$ cat src/rtl/wdp_pkg.sv
package wdp_pkg;
   localparam int BUS_W  = 16;
   localparam int ADDR_W = 7;

   localparam logic [ADDR_W-1:0] OFF_STAT = 7'h6E;
   localparam logic [ADDR_W-1:0] OFF_CNT  = 7'h70;
   localparam logic [ADDR_W-1:0] OFF_CTL  = 7'h72;

   localparam int CTL_RUN  = 0;
   localparam int CTL_PRE  = 2;
   localparam int STAT_PRE = 1;
   localparam int STAT_EXP = 2;
endpackage

$ cat src/rtl/wdp_prescaler.sv
module wdp_prescaler #(
   parameter int TICK_CYCLES  = 16_000_000,
   parameter bit USE_EXT_TICK = 1'b0
) (
   input  logic clk,
   input  logic rst_n,
   input  logic run,
   input  logic restart,
   input  logic ext_tick,
   output logic tick
);
   localparam int PSC_W = (TICK_CYCLES > 1) ? $clog2(TICK_CYCLES) : 1;
   localparam logic [PSC_W-1:0] PSC_LAST = PSC_W'(TICK_CYCLES - 1);

   generate
      if (USE_EXT_TICK) begin : g_ext
         assign tick = run & ext_tick & ~restart;
      end else begin : g_div
         logic [PSC_W-1:0] psc_q;
         logic             unused_ext;
         assign unused_ext = ext_tick;
         assign tick = run & ~restart & (psc_q == PSC_LAST);
         always_ff @(posedge clk or negedge rst_n) begin
            if (!rst_n)              psc_q <= '0;
            else if (!run || restart) psc_q <= '0;
            else if (tick)            psc_q <= '0;
            else                      psc_q <= psc_q + 1'b1;
         end
      end
   endgenerate
endmodule

$ cat src/rtl/wdp_countdown.sv
module wdp_countdown #(
   parameter int CNT_W    = 16,
   parameter int PRE_LEAD = 70
) (
   input  logic             clk,
   input  logic             rst_n,
   input  logic             tick,
   input  logic             load,
   input  logic [CNT_W-1:0] load_val,
   input  logic             pre_en,
   output logic [CNT_W-1:0] cnt,
   output logic             at_zero,
   output logic             pre_hit
);
   localparam logic [CNT_W-1:0] PRE_ARM = CNT_W'(PRE_LEAD + 1);

   always_ff @(posedge clk or negedge rst_n) begin
      if (!rst_n)                   cnt <= '0;
      else if (load)                cnt <= load_val;
      else if (tick && cnt != '0)   cnt <= cnt - 1'b1;
   end

   assign at_zero = (cnt == '0);
   assign pre_hit = tick & ~load & pre_en & (cnt == PRE_ARM);
endmodule

$ cat src/rtl/wdp_regs.sv
module wdp_regs
   import wdp_pkg::*;
#(
   parameter int CNT_W = 16
) (
   input  logic              clk,
   input  logic              rst_n,
   input  logic              bus_wr,
   input  logic [ADDR_W-1:0] bus_addr,
   input  logic [1:0]        bus_be,
   input  logic [BUS_W-1:0]  bus_wdata,
   output logic [BUS_W-1:0]  bus_rdata,
   input  logic [CNT_W-1:0]  cnt,
   input  logic              at_zero,
   input  logic              pre_hit,
   output logic              load,
   output logic [CNT_W-1:0]  load_val,
   output logic              run,
   output logic              pre_en,
   output logic              nmi_req,
   output logic              wdt_reset
);
   logic [7:0] ctl_q;
   logic       pre_flag_q, exp_flag_q, rst_q;
   logic       wr_ctl, expire, flag_clr;
   logic [7:0] stat_byte;

   assign load     = bus_wr && (bus_addr == OFF_CNT) && (bus_be == 2'b11);
   assign load_val = bus_wdata[CNT_W-1:0];
   assign wr_ctl   = bus_wr && (bus_addr == OFF_CTL) && bus_be[0];
   assign run      = ctl_q[CTL_RUN];
   assign pre_en   = ctl_q[CTL_PRE];
   assign expire   = run & at_zero;
   assign flag_clr = load | (wr_ctl & ~bus_wdata[CTL_RUN]);

   always_ff @(posedge clk or negedge rst_n) begin
      if (!rst_n) begin
         ctl_q      <= '0;
         pre_flag_q <= 1'b0;
         exp_flag_q <= 1'b0;
         rst_q      <= 1'b0;
      end else begin
         rst_q <= expire;
         if (wr_ctl)      ctl_q <= bus_wdata[7:0];
         else if (expire) ctl_q[CTL_RUN] <= 1'b0;
         if (flag_clr) begin
            pre_flag_q <= 1'b0;
            exp_flag_q <= 1'b0;
         end else begin
            if (pre_hit) pre_flag_q <= 1'b1;
            if (expire)  exp_flag_q <= 1'b1;
         end
      end
   end

   always_comb begin
      stat_byte           = '0;
      stat_byte[STAT_PRE] = pre_flag_q;
      stat_byte[STAT_EXP] = exp_flag_q;
   end

   always_comb begin
      unique case (bus_addr)
         OFF_STAT: bus_rdata = {8'h00, stat_byte};
         OFF_CNT:  bus_rdata = BUS_W'(cnt);
         OFF_CTL:  bus_rdata = {8'h00, ctl_q};
         default:  bus_rdata = '0;
      endcase
   end

   assign nmi_req   = pre_flag_q;
   assign wdt_reset = rst_q;
endmodule

$ cat src/rtl/wdog_pretimer.sv
module wdog_pretimer
   import wdp_pkg::*;
#(
   parameter int CNT_W        = 16,
   parameter int TICK_CYCLES  = 16_000_000,
   parameter int PRE_LEAD     = 70,
   parameter bit USE_EXT_TICK = 1'b0
) (
   input  logic              clk,
   input  logic              rst_n,
   input  logic              bus_wr,
   input  logic [ADDR_W-1:0] bus_addr,
   input  logic [1:0]        bus_be,
   input  logic [BUS_W-1:0]  bus_wdata,
   output logic [BUS_W-1:0]  bus_rdata,
   input  logic              ext_tick,
   output logic              nmi_req,
   output logic              wdt_reset
);
   generate
      if (CNT_W < 8 || CNT_W > BUS_W) begin : g_bad_width
         $error("CNT_W must lie between 8 and the bus width");
      end
      if (TICK_CYCLES < 1) begin : g_bad_div
         $error("TICK_CYCLES must be at least 1");
      end
      if (PRE_LEAD < 1 || PRE_LEAD + 1 >= (1 << CNT_W)) begin : g_bad_lead
         $error("PRE_LEAD must fit below the largest count");
      end
   endgenerate

   logic             tick, load, run, pre_en, at_zero, pre_hit;
   logic [CNT_W-1:0] load_val, cnt;

   wdp_prescaler #(.TICK_CYCLES(TICK_CYCLES), .USE_EXT_TICK(USE_EXT_TICK)) u_psc (
      .clk(clk), .rst_n(rst_n), .run(run), .restart(load),
      .ext_tick(ext_tick), .tick(tick));

   wdp_countdown #(.CNT_W(CNT_W), .PRE_LEAD(PRE_LEAD)) u_cnt (
      .clk(clk), .rst_n(rst_n), .tick(tick), .load(load), .load_val(load_val),
      .pre_en(pre_en), .cnt(cnt), .at_zero(at_zero), .pre_hit(pre_hit));

   wdp_regs #(.CNT_W(CNT_W)) u_regs (
      .clk(clk), .rst_n(rst_n), .bus_wr(bus_wr), .bus_addr(bus_addr),
      .bus_be(bus_be), .bus_wdata(bus_wdata), .bus_rdata(bus_rdata),
      .cnt(cnt), .at_zero(at_zero), .pre_hit(pre_hit), .load(load),
      .load_val(load_val), .run(run), .pre_en(pre_en),
      .nmi_req(nmi_req), .wdt_reset(wdt_reset));
endmodule

$ cat config.mk
export PLATFORM = sky130hd
export DESIGN_NAME = wdog_pretimer
export DESIGN_NICKNAME = d
export VERILOG_FILES = /design/src/rtl/wdp_pkg.sv /design/src/rtl/wdp_prescaler.sv /design/src/rtl/wdp_countdown.sv /design/src/rtl/wdp_regs.sv /design/src/rtl/wdog_pretimer.sv
export SDC_FILE = /design/constraint.sdc
export NUM_CORES = 1
export LEC_CHECK = 0
export BUFFER_PORTS_ARGS = -buffer_cell sky130_fd_sc_hd__buf_2
export CAP_MARGIN = 20
export CORE_ASPECT_RATIO = 1.25
export CORE_MARGIN = 5
export CORE_UTILIZATION = 36
export DETAILED_ROUTE_END_ITERATION = 8
export PLACE_DENSITY = 0.56
export RECOVER_POWER = 25
export SETUP_SLACK_MARGIN = 0.5
export SLEW_MARGIN = 15
export SYNTH_ARGS = -nofsm -noshare
export SYNTH_HDL_FRONTEND = slang
export SYNTH_SLANG_ARGS = --single-unit
$ cat constraint.sdc
create_clock -name clk -period 2 [get_ports clk]
set_input_delay 0.2 -clock clk [delete_from_list [all_inputs] [get_ports clk]]
set_output_delay 0.2 -clock clk [all_outputs]
set_load 0.03 [all_outputs]
---- Yosys cells after proc, flatten, opt, wreduce, memory -nomap -nowiden ----
Cells that the tools add are included.
word-level totals
  register bits ........................... 51
  output and inout bits ................... 18
  logic and storage cells ................. 49
cells by class
  $add $sub $neg .......................... 2
  equality and inequality tests ........... 6
  muxes and demuxes ....................... 11
  bitwise operators ....................... 10
  reductions and logical operators ........ 13
operator list
  operator                                             count
  two-way mux 24 bit                                   2
  case mux 16 bit (3 select lines)                     1
  two-way mux 16 bit                                   2
  adder 24 x 1 -> 24 bit (second input constant)       1
  == test 24 bit (second input constant)               1
  == test 7 bit (second input constant)                3
  == test 16 x 7 -> 1 bit (second input constant)      1
  zero test 16 bit                                     1
  nonzero test 16 bit                                  1
  subtractor 16 x 1 -> 16 bit (second input constant)  1
  nonzero test 2 bit                                   4
  AND 1 bit                                            7
  two-way mux 1 bit                                    6
  logical AND 1 bit                                    5
  == test 2 bit (second input constant)                1
  NOT 1 bit                                            2
  zero test 1 bit                                      1
  logical OR 1 bit                                     1
  bitwise OR 1 bit                                     1

---- Logic depth before layout (Yosys ltp) ----
Gate-level depths: netlist of run 1.
  word-level depth ........................ 11
  mapped depth ............................ 9
  gate-level depth less buffers ........... 8

---- Hierarchy ----
From an unflattened synthesis of run 1, not the netlist that was laid out.
second synthesis, totals
  cell total of the unflattened synthesis .. 337
  area, all modules ....................... 3108.0 sq um
modules (own cells, without submodules)
  module         instances  cells an instance  area each (sq um)  seq. area each (sq um)
  wdp_prescaler  1          135                1247.4             600.6
  wdp_countdown  1          126                1074.8             400.4
  wdp_regs       1          76                 785.8              275.3

---- Worst setup path after synthesis of run 1 ----
No wires, ideal clock.
  path type ............................... reg-to-reg
  from .................................... register u_cnt.cnt[11]
  to ...................................... register u_cnt.cnt[1]
  data arrival time ....................... 2.066 ns
  data required time ...................... 1.875 ns
  path slack .............................. -0.190 ns
  stages on the path, launching flop included .. 7
  path buffers ............................ 0
  cells stage by stage .................... dfrtp_1 or4_1 or3_1 nor3_1 nor2_1 mux2i_1 mux2_2
between the ends
  cells in the longest elaborated chain, start to end .. 3
RTL lines
  element                              RTL line             RTL
  from (decl)                          wdp_countdown.sv:11  output logic [CNT_W-1:0] cnt,
  from (signal assigned)               wdp_countdown.sv:19  else if (load) cnt <= load_val;
  from (signal assigned)               wdp_countdown.sv:20  else if (tick && cnt != '0) cnt <= cnt - 1'b1;
  nonzero test 16 bit                  wdp_countdown.sv:20
  logical AND 1 bit                    wdp_countdown.sv:20
  nonzero test 2 bit (no source line)  --
Every way passes these cells.
A chain may end at the register's enable or synchronous reset.

---- Final worst setup path of run 1 ----
  from .................................... register u_psc.g_div.psc_q[19]
  to ...................................... register u_cnt.cnt[1]
between the ends
  cells in the longest elaborated chain, start to end .. 4
RTL lines
  element                              RTL line             RTL
  from (decl)                          wdp_prescaler.sv:19  logic [PSC_W-1:0] psc_q;
  from (signal assigned)               wdp_prescaler.sv:27  else psc_q <= psc_q + 1'b1;
  == test 24 bit                       wdp_prescaler.sv:22  assign tick = run & ~restart & (psc_q == PSC_LAST);
  AND 1 bit                            wdp_prescaler.sv:22
  logical AND 1 bit                    wdp_countdown.sv:20
  nonzero test 2 bit (no source line)  --
Every way passes these cells.

==> flow_summary_export.csv, run 1 <==
group,metric,value,unit
status,outcome,"finished, violations left",
status,violations,"negative setup slack",
clocking,cts_sinks,51,
routing,via_per_inst,4.95,
floorplan,dieHeight,109,µm
synth,synth_top_area_share,45.2,%
placed_design,dp_slack,-182,ps
synth,synth_top_area_cell,"dfrtp_1",
clocking,cts_tree,"yes",
power_and_ir_drop,vdd_drop_max,312,µV
sta,fin_crit_sh,105,%
routing,drc,0,
synth,synth_area,0.00282,mm²
placed_design,hpwlAfterDp,5000,µm
synth,synth_edf_count,0,
setup_path,path_class,"flip-flop to flip-flop",
grt,overflow,0,
clocking,clk_latency,300,ps
synth,synthCells,299,
setup_path,cp_max_fo,4,
cells_and_area,drive_above_1_share,44.3,%
sta,rsz0062_at_grt,"yes",
placed_design,numPortBuffers,45,
synth,ys.flop_type,"dfrtp_1",
setup_path,path_cells,"or4_4 -> nor4_4 -> buf_4 -> nand3_4 -> nor2_4 -> mux2i_1 -> mux2_2",
sta,max_freq,478,MHz
synth,synth.distinct_cells,45,
routing,routed_wl,6910,µm
floorplan,rows,36,
sta,final_hold_viol_count,0,
floorplan,io_pins,47,
power_and_ir_drop,power.leakage,1.73,nW
sta,maxSlewViolCount,0,
setup_path,path_buf_inv,1,
setup_path,cp_top_family,"simple AND/OR/NAND/NOR gates",
min_path,min_path_type,"input port to flip-flop",
cells_and_area,syn_to_final_growth,49.8,%
sta,fin_skew,9.05,ps
sta,worst_slew_pin_slew,1190,ps
sta,finalCriticalPeriod,2090,ps
power_and_ir_drop,cellPowerDensity,476,mW/mm²
synth,synth_area_leaders,"dfrtp_1 (45%), nor2_1 (8.2%), xor2_1 (6.5%)",
routing,drt_iter0_drc,91,
min_path,hold_path_startpoint,"bus_wdata[6]",
clocking,clk_pin_slew,90,ps
routing,wire_per_inst,14.1,µm
sta,maxSlewHeadroom,20.6,%
cells_and_area,layout_common_cells,"dfrtp_1 (51), nor2_1 (41), buf_4 (37), buf_6 (26), buf_2 (26)",
floorplan,die_w,89.2,µm
setup_path,max_stage_delay,550,ps
setup_path,cp.arrival,2280,ps
grt,grt_max_degree,23,
floorplan,start_util,36.4,%
synth,syn_avg_cell_area,9.44,µm²
cells_and_area,layout_commonest_cell,"dfrtp_1",
sta,setup_tns,-679,ps
setup_path,cp-end-kind,"flip-flop",
setup_path,slowest_stage,"or4_4",
routing,detail-route-antenna-nets,0,
setup_path,startpoint_type,"flip-flop",
placed_design,place_congestion,0.758,
synth,synth_nets,332,
sta,finalSetupViolations,15,
grt,grt_pass1_wl,11800,µm
grt,grtUsageTotal,15.2,%
cells_and_area,fin_nets,427,
synth,ys_seq_area_share,45.2,%
cells_and_area,antenna_cells,0,
routing,num_vias,2427,
setup_path,worstPathRequired,2190,ps
grt,grt_pass1_vias,2504,
clocking,cts_buffer_depth,2,
synth,ys_warn_count,0,
clocking,cts_root_buf,"clkbuf_8",
sta,setup_ws,-91.8,ps
floorplan,core,0.00775,mm²
clocking,htree_levels,2,
setup_path,cp-startpoint,"u_psc.g_div.psc_q[19]",
synth,ys_async_sr_fraction,100,%
floorplan,die_area,0.00972,mm²
clocking,cts_buffers,5,
setup_path,r2r-start,"u_psc.g_div.psc_q[19]",
routing,drt_first_pass_iters,4,
grt,grt_antenna_before_repair,0,
synth,yosys_register_bits,51,
run,max_cap_violations,0,
final timing paths:
check	slack [ps]	cells after the start	to
hold reg to reg	490	1	u_psc.g_div.psc_q[0]
min in group asynchronous	650	2	u_cnt.cnt[3]
hold / removal	140	2	u_regs.ctl_q[6]
setup reg to reg	-90	7	u_cnt.cnt[1]
max in group asynchronous	490	3	u_psc.g_div.psc_q[16]
setup / recovery	-90	7	u_cnt.cnt[1]
cells in the mapped netlist, drive strengths merged, types with 2 or more instances:
cell	n
clkbuf	5
nand3	17
o21ai	2
or4	2
and3	3
or4bb	2
inv	7
xor2	21
mux2i	9
nand3b	4
xnor2	13
a21oi	13
and2	10
nor2	65
nor4b	2
ha	4
nand4	6
o31ai	2
nor3b	2
buf	5
mux2	8
or3	2
nor4	7
nand2	21
dfrtp	51
nor3	6
worst reg2reg max path, cell delays in order, from the launching register on:
cell     delay (ps)
dfrtp_1         380
or4_4           550
nor4_4          340
buf_4           180
nand3_4          80
nor2_4          120
mux2i_1          70
mux2_2          260
area by class of cell:
type	count	area (µm²)
Multi-Input combinational cell	231	1840
Tap cell	95	119
Clock buffer	6	82.6
Clock inverter	2	35.0
Inverter	7	26.3
Sequential cell	51	1280
Fill cell	711	3520
Timing Repair Buffer	98	848
logic make-up (layout without fill, tap and decap cells):
kind of cell / Yosys count / after routing / share of synthesized area, %
AND/OR/NAND/NOR: 153 / 153 / 28.4
flip-flops: 51 / 51 / 45.2
XOR/XNOR: 34 / 34 / 10.5
AO/OA/AOI/OAI: 23 / 23 / 4.83
multiplexers: 17 / 17 / 6.38
buffers and inverters: 17 / 113 / 2.88
adder cells (fa/ha/maj): 4 / 4 / 1.77
flip-flops by register name, summed over array words and instances, names as in the netlist:
signal             cells
u_regs.exp_flag_q      1
u_regs.wdt_reset       1
u_cnt.cnt             16
u_regs.ctl_q           8
u_regs.nmi_req         1
u_psc.g_div.psc_q     24
power by group:
group	switching [mW]	internal [mW]	leakage (nW)
sequential	0.0179	1.05	0.626
combinational	0.101	0.0907	1.04
clock	0.345	0.405	0.0612
metrics by stage:
| stage | hold WS, ps | cells | power [mW] | utilization [%] | instance area, µm² |
|---|---|---|---|---|---|
| floorplan | -95.6 | 299 | 1.16 | - | 3030 |
| global placement | 189 | 468 | 1.25 | 46.6 | 3610 |
| detailed placement | 194 | 468 | 1.25 | 46.6 | 3610 |
| CTS | 121 | 485 | 2.03 | 52.7 | 4080 |
| global route | 130 | 490 | 2.10 | 54.6 | 4230 |
| finish | 136 | 490 | 2.01 | 54.6 | 4230 |
what timing repair did:
item                                    4_1_cts  5_1_grt
buffers inserted                              6        5
pin swaps                                    31       13
resized for setup                            70       26
hold endpoints to repair                     20        0
gates cloned                                  2        0
hold buffers                                  1        0
endpoints found under the setup margin       59       67
layer usage:
metal / wire length, µm / GRT usage [%] / part of all wire [%]
met5: 0 / 0 / 0
met4: 71 / 3.51 / 1.0
met3: 179 / 2.34 / 2.6
met2: 3730 / 27.6 / 54
met1: 2920 / 18.7 / 42
Note: power is estimated with default switching activity, not from simulation.
==> inputs of run 2 (changes only) <==
--- a/config.mk
+++ b/config.mk
@@ -9,9 +9,9 @@
 export CAP_MARGIN = 20
 export CORE_ASPECT_RATIO = 1.25
 export CORE_MARGIN = 5
-export CORE_UTILIZATION = 36
+export CORE_UTILIZATION = 50
 export DETAILED_ROUTE_END_ITERATION = 8
-export PLACE_DENSITY = 0.56
+export PLACE_DENSITY = 0.74
 export RECOVER_POWER = 25
 export SETUP_SLACK_MARGIN = 0.5
 export SLEW_MARGIN = 15
==> flow_summary_export.csv, run 2 (same netlist as run 1, synthesis figures left out) <==
group,metric,value,unit
sta,rsz0062_at_grt,"yes",
clocking,clk_pin_slew,90,ps
floorplan,die_w,77.2,µm
floorplan,start_util,51.9,%
clocking,cts_tree,"yes",
grt,overflow,0,
run,max_cap_violations,0,
grt,grtUsageTotal,20.7,%
sta,final_hold_viol_count,0,
cells_and_area,register_area,0.00128,mm²
sta,maxSlewHeadroom,29.9,%
routing,num_vias,2576,
setup_path,cp_top_family,"simple AND/OR/NAND/NOR gates",
setup_path,path_class,"flip-flop to flip-flop",
cells_and_area,layout_commonest_cell,"dfrtp_1",
placed_design,numPortBuffers,45,
placed_design,placed_area,0.00359,mm²
cells_and_area,antenna_cells,0,
routing,via_per_inst,5.55,
routing,wire_per_inst,17.3,µm
setup_path,cp.arrival,2420,ps
grt,grt_max_degree,34,
sta,maxSlewViolCount,0,
setup_path,max_stage_delay,580,ps
sta,worst_slew_pin_slew,1050,ps
setup_path,startpoint_type,"flip-flop",
cells_and_area,drive_above_1_share,48.5,%
sta,setup_ws,-224,ps
floorplan,dieHeight,94.0,µm
floorplan,rows,30,
clocking,cts_root_buf,"clkbuf_8",
power_and_ir_drop,power.leakage,1.77,nW
status,outcome,"finished, violations left",
routing,routed_wl,8030,µm
cells_and_area,layout_common_cells,"dfrtp_1 (51), buf_4 (40), nor2_4 (32), nor2_1 (31), buf_2 (27)",
power_and_ir_drop,vdd_drop_max,464,µV
grt,grt_antenna_before_repair,0,
grt,grt_pass1_vias,2671,
routing,drt_iter0_drc,152,
cells_and_area,multi_input_area,0.00196,mm²
placed_design,place_congestion,0.783,
routing,detail-route-antenna-nets,0,
cells_and_area,layoutNonFillerInstCount,464,
sta,setup_tns,-2430,ps
cells_and_area,utilization,79.5,%
routing,drc,0,
cells_and_area,final_area,0.00433,mm²
clocking,clk_latency,310,ps
sta,fin_skew,6.72,ps
clocking,cts_buffer_depth,2,
sta,finalCriticalPeriod,2220,ps
cells_and_area,syn_to_final_growth,53.4,%
sta,max_freq,450,MHz
setup_path,cp_max_fo,6,
placed_design,dp.cells,437,
clocking,htree_levels,2,
power_and_ir_drop,total_power,1.87,mW
sta,fin_crit_sh,111,%
routing,drt_first_pass_iters,4,
cells_and_area,largest-register,"u_psc.g_div.psc_q",
setup_path,cp-end-kind,"flip-flop",
floorplan,die_area,0.00726,mm²
status,violations,"negative setup slack",
placed_design,dp_slack,-172,ps
cells_and_area,nFillCells,318,
clocking,cts_buffers,5,
sta,whs,135,ps
cells_and_area,top_regs,"u_psc.g_div.psc_q: 24 flops, u_cnt.cnt: 16 flops, u_regs.ctl_q: 8 flops",
cells_and_area,largest_reg_flops,24,
sta,finalSetupViolations,36,
power_and_ir_drop,cellPowerDensity,431,mW/mm²
grt,grt_pass1_wl,12300,µm
setup_path,path_buf_inv,1,
min_path,min_path_type,"input port to flip-flop",
placed_design,hpwlAfterDp,4910,µm
setup_path,path_cells,"or4bb_1 -> nor4_4 -> and3_4 -> buf_6 -> nand3b_1 -> a22oi_2 -> a21oi_2",
cells_and_area,fin_nets,432,
floorplan,io_pins,47,
clocking,cts_sinks,51,
setup_path,slowest_stage,"or4bb_1",
setup_path,worstPathRequired,2200,ps
floorplan,core,0.00544,mm²
-- run 2: cell type report --
cell class	instances	area share [%]
sequential	51	29.5
inverter	7	0.607
clock buffer	6	1.68
timing repair buffer	103	20.9
multi-input combinational	231	45.2
clock inverter	2	0.289
tap	64	1.85
-- run 2: worst paths after layout --
| path | from | endpoint | slack [ps] | depth (start not counted) |
|---|---|---|---|---|
| setup / recovery | u_psc.g_div.psc_q[10] | u_cnt.cnt[7] | -220 | 7 |
| hold / removal | bus_wdata[6] | u_regs.ctl_q[6] | 130 | 2 |
| setup reg to reg | u_psc.g_div.psc_q[10] | u_cnt.cnt[7] | -220 | 7 |
| hold reg to reg | u_regs.exp_flag_q | u_regs.exp_flag_q | 510 | 2 |
| max in group asynchronous | rst_n | u_psc.g_div.psc_q[19] | 300 | 3 |
| min in group asynchronous | rst_n | u_regs.ctl_q[3] | 580 | 2 |
-- run 2: worst reg2reg max path, cell delays in order (launching register included) --
cell and delay, ps:
dfrtp_1 420, or4bb_1 580, nor4_4 320, and3_4 290, buf_6 130, nand3b_1 120
a22oi_2 180, a21oi_2 70
-- run 2: repair_timing --
item,4_1_cts,5_1_grt
pin swaps,30,32
hold buffers,1,0
gates resized for setup,99,28
gates cloned,1,2
buffers inserted,9,6
setup endpoints to repair,59,67
endpoints found under the hold margin,18,0
-- run 2: per-layer routing --
metal	vias to the layer above	global-route usage (%)	share of wire (%)	wire, µm
li1	1222	-	-	-
met1	1270	23.3	36	2930
met2	63	38.8	57	4570
met3	21	3.26	3.5	284
met4	0	7.74	3.1	248
met5	-	0	0	0
-- run 2: power by group --
group	switching, mW	total [mW]	internal [mW]
Sequential	0.0179	1.07	1.05
Clock	0.344	0.589	0.245
Combinational	0.114	0.209	0.0948
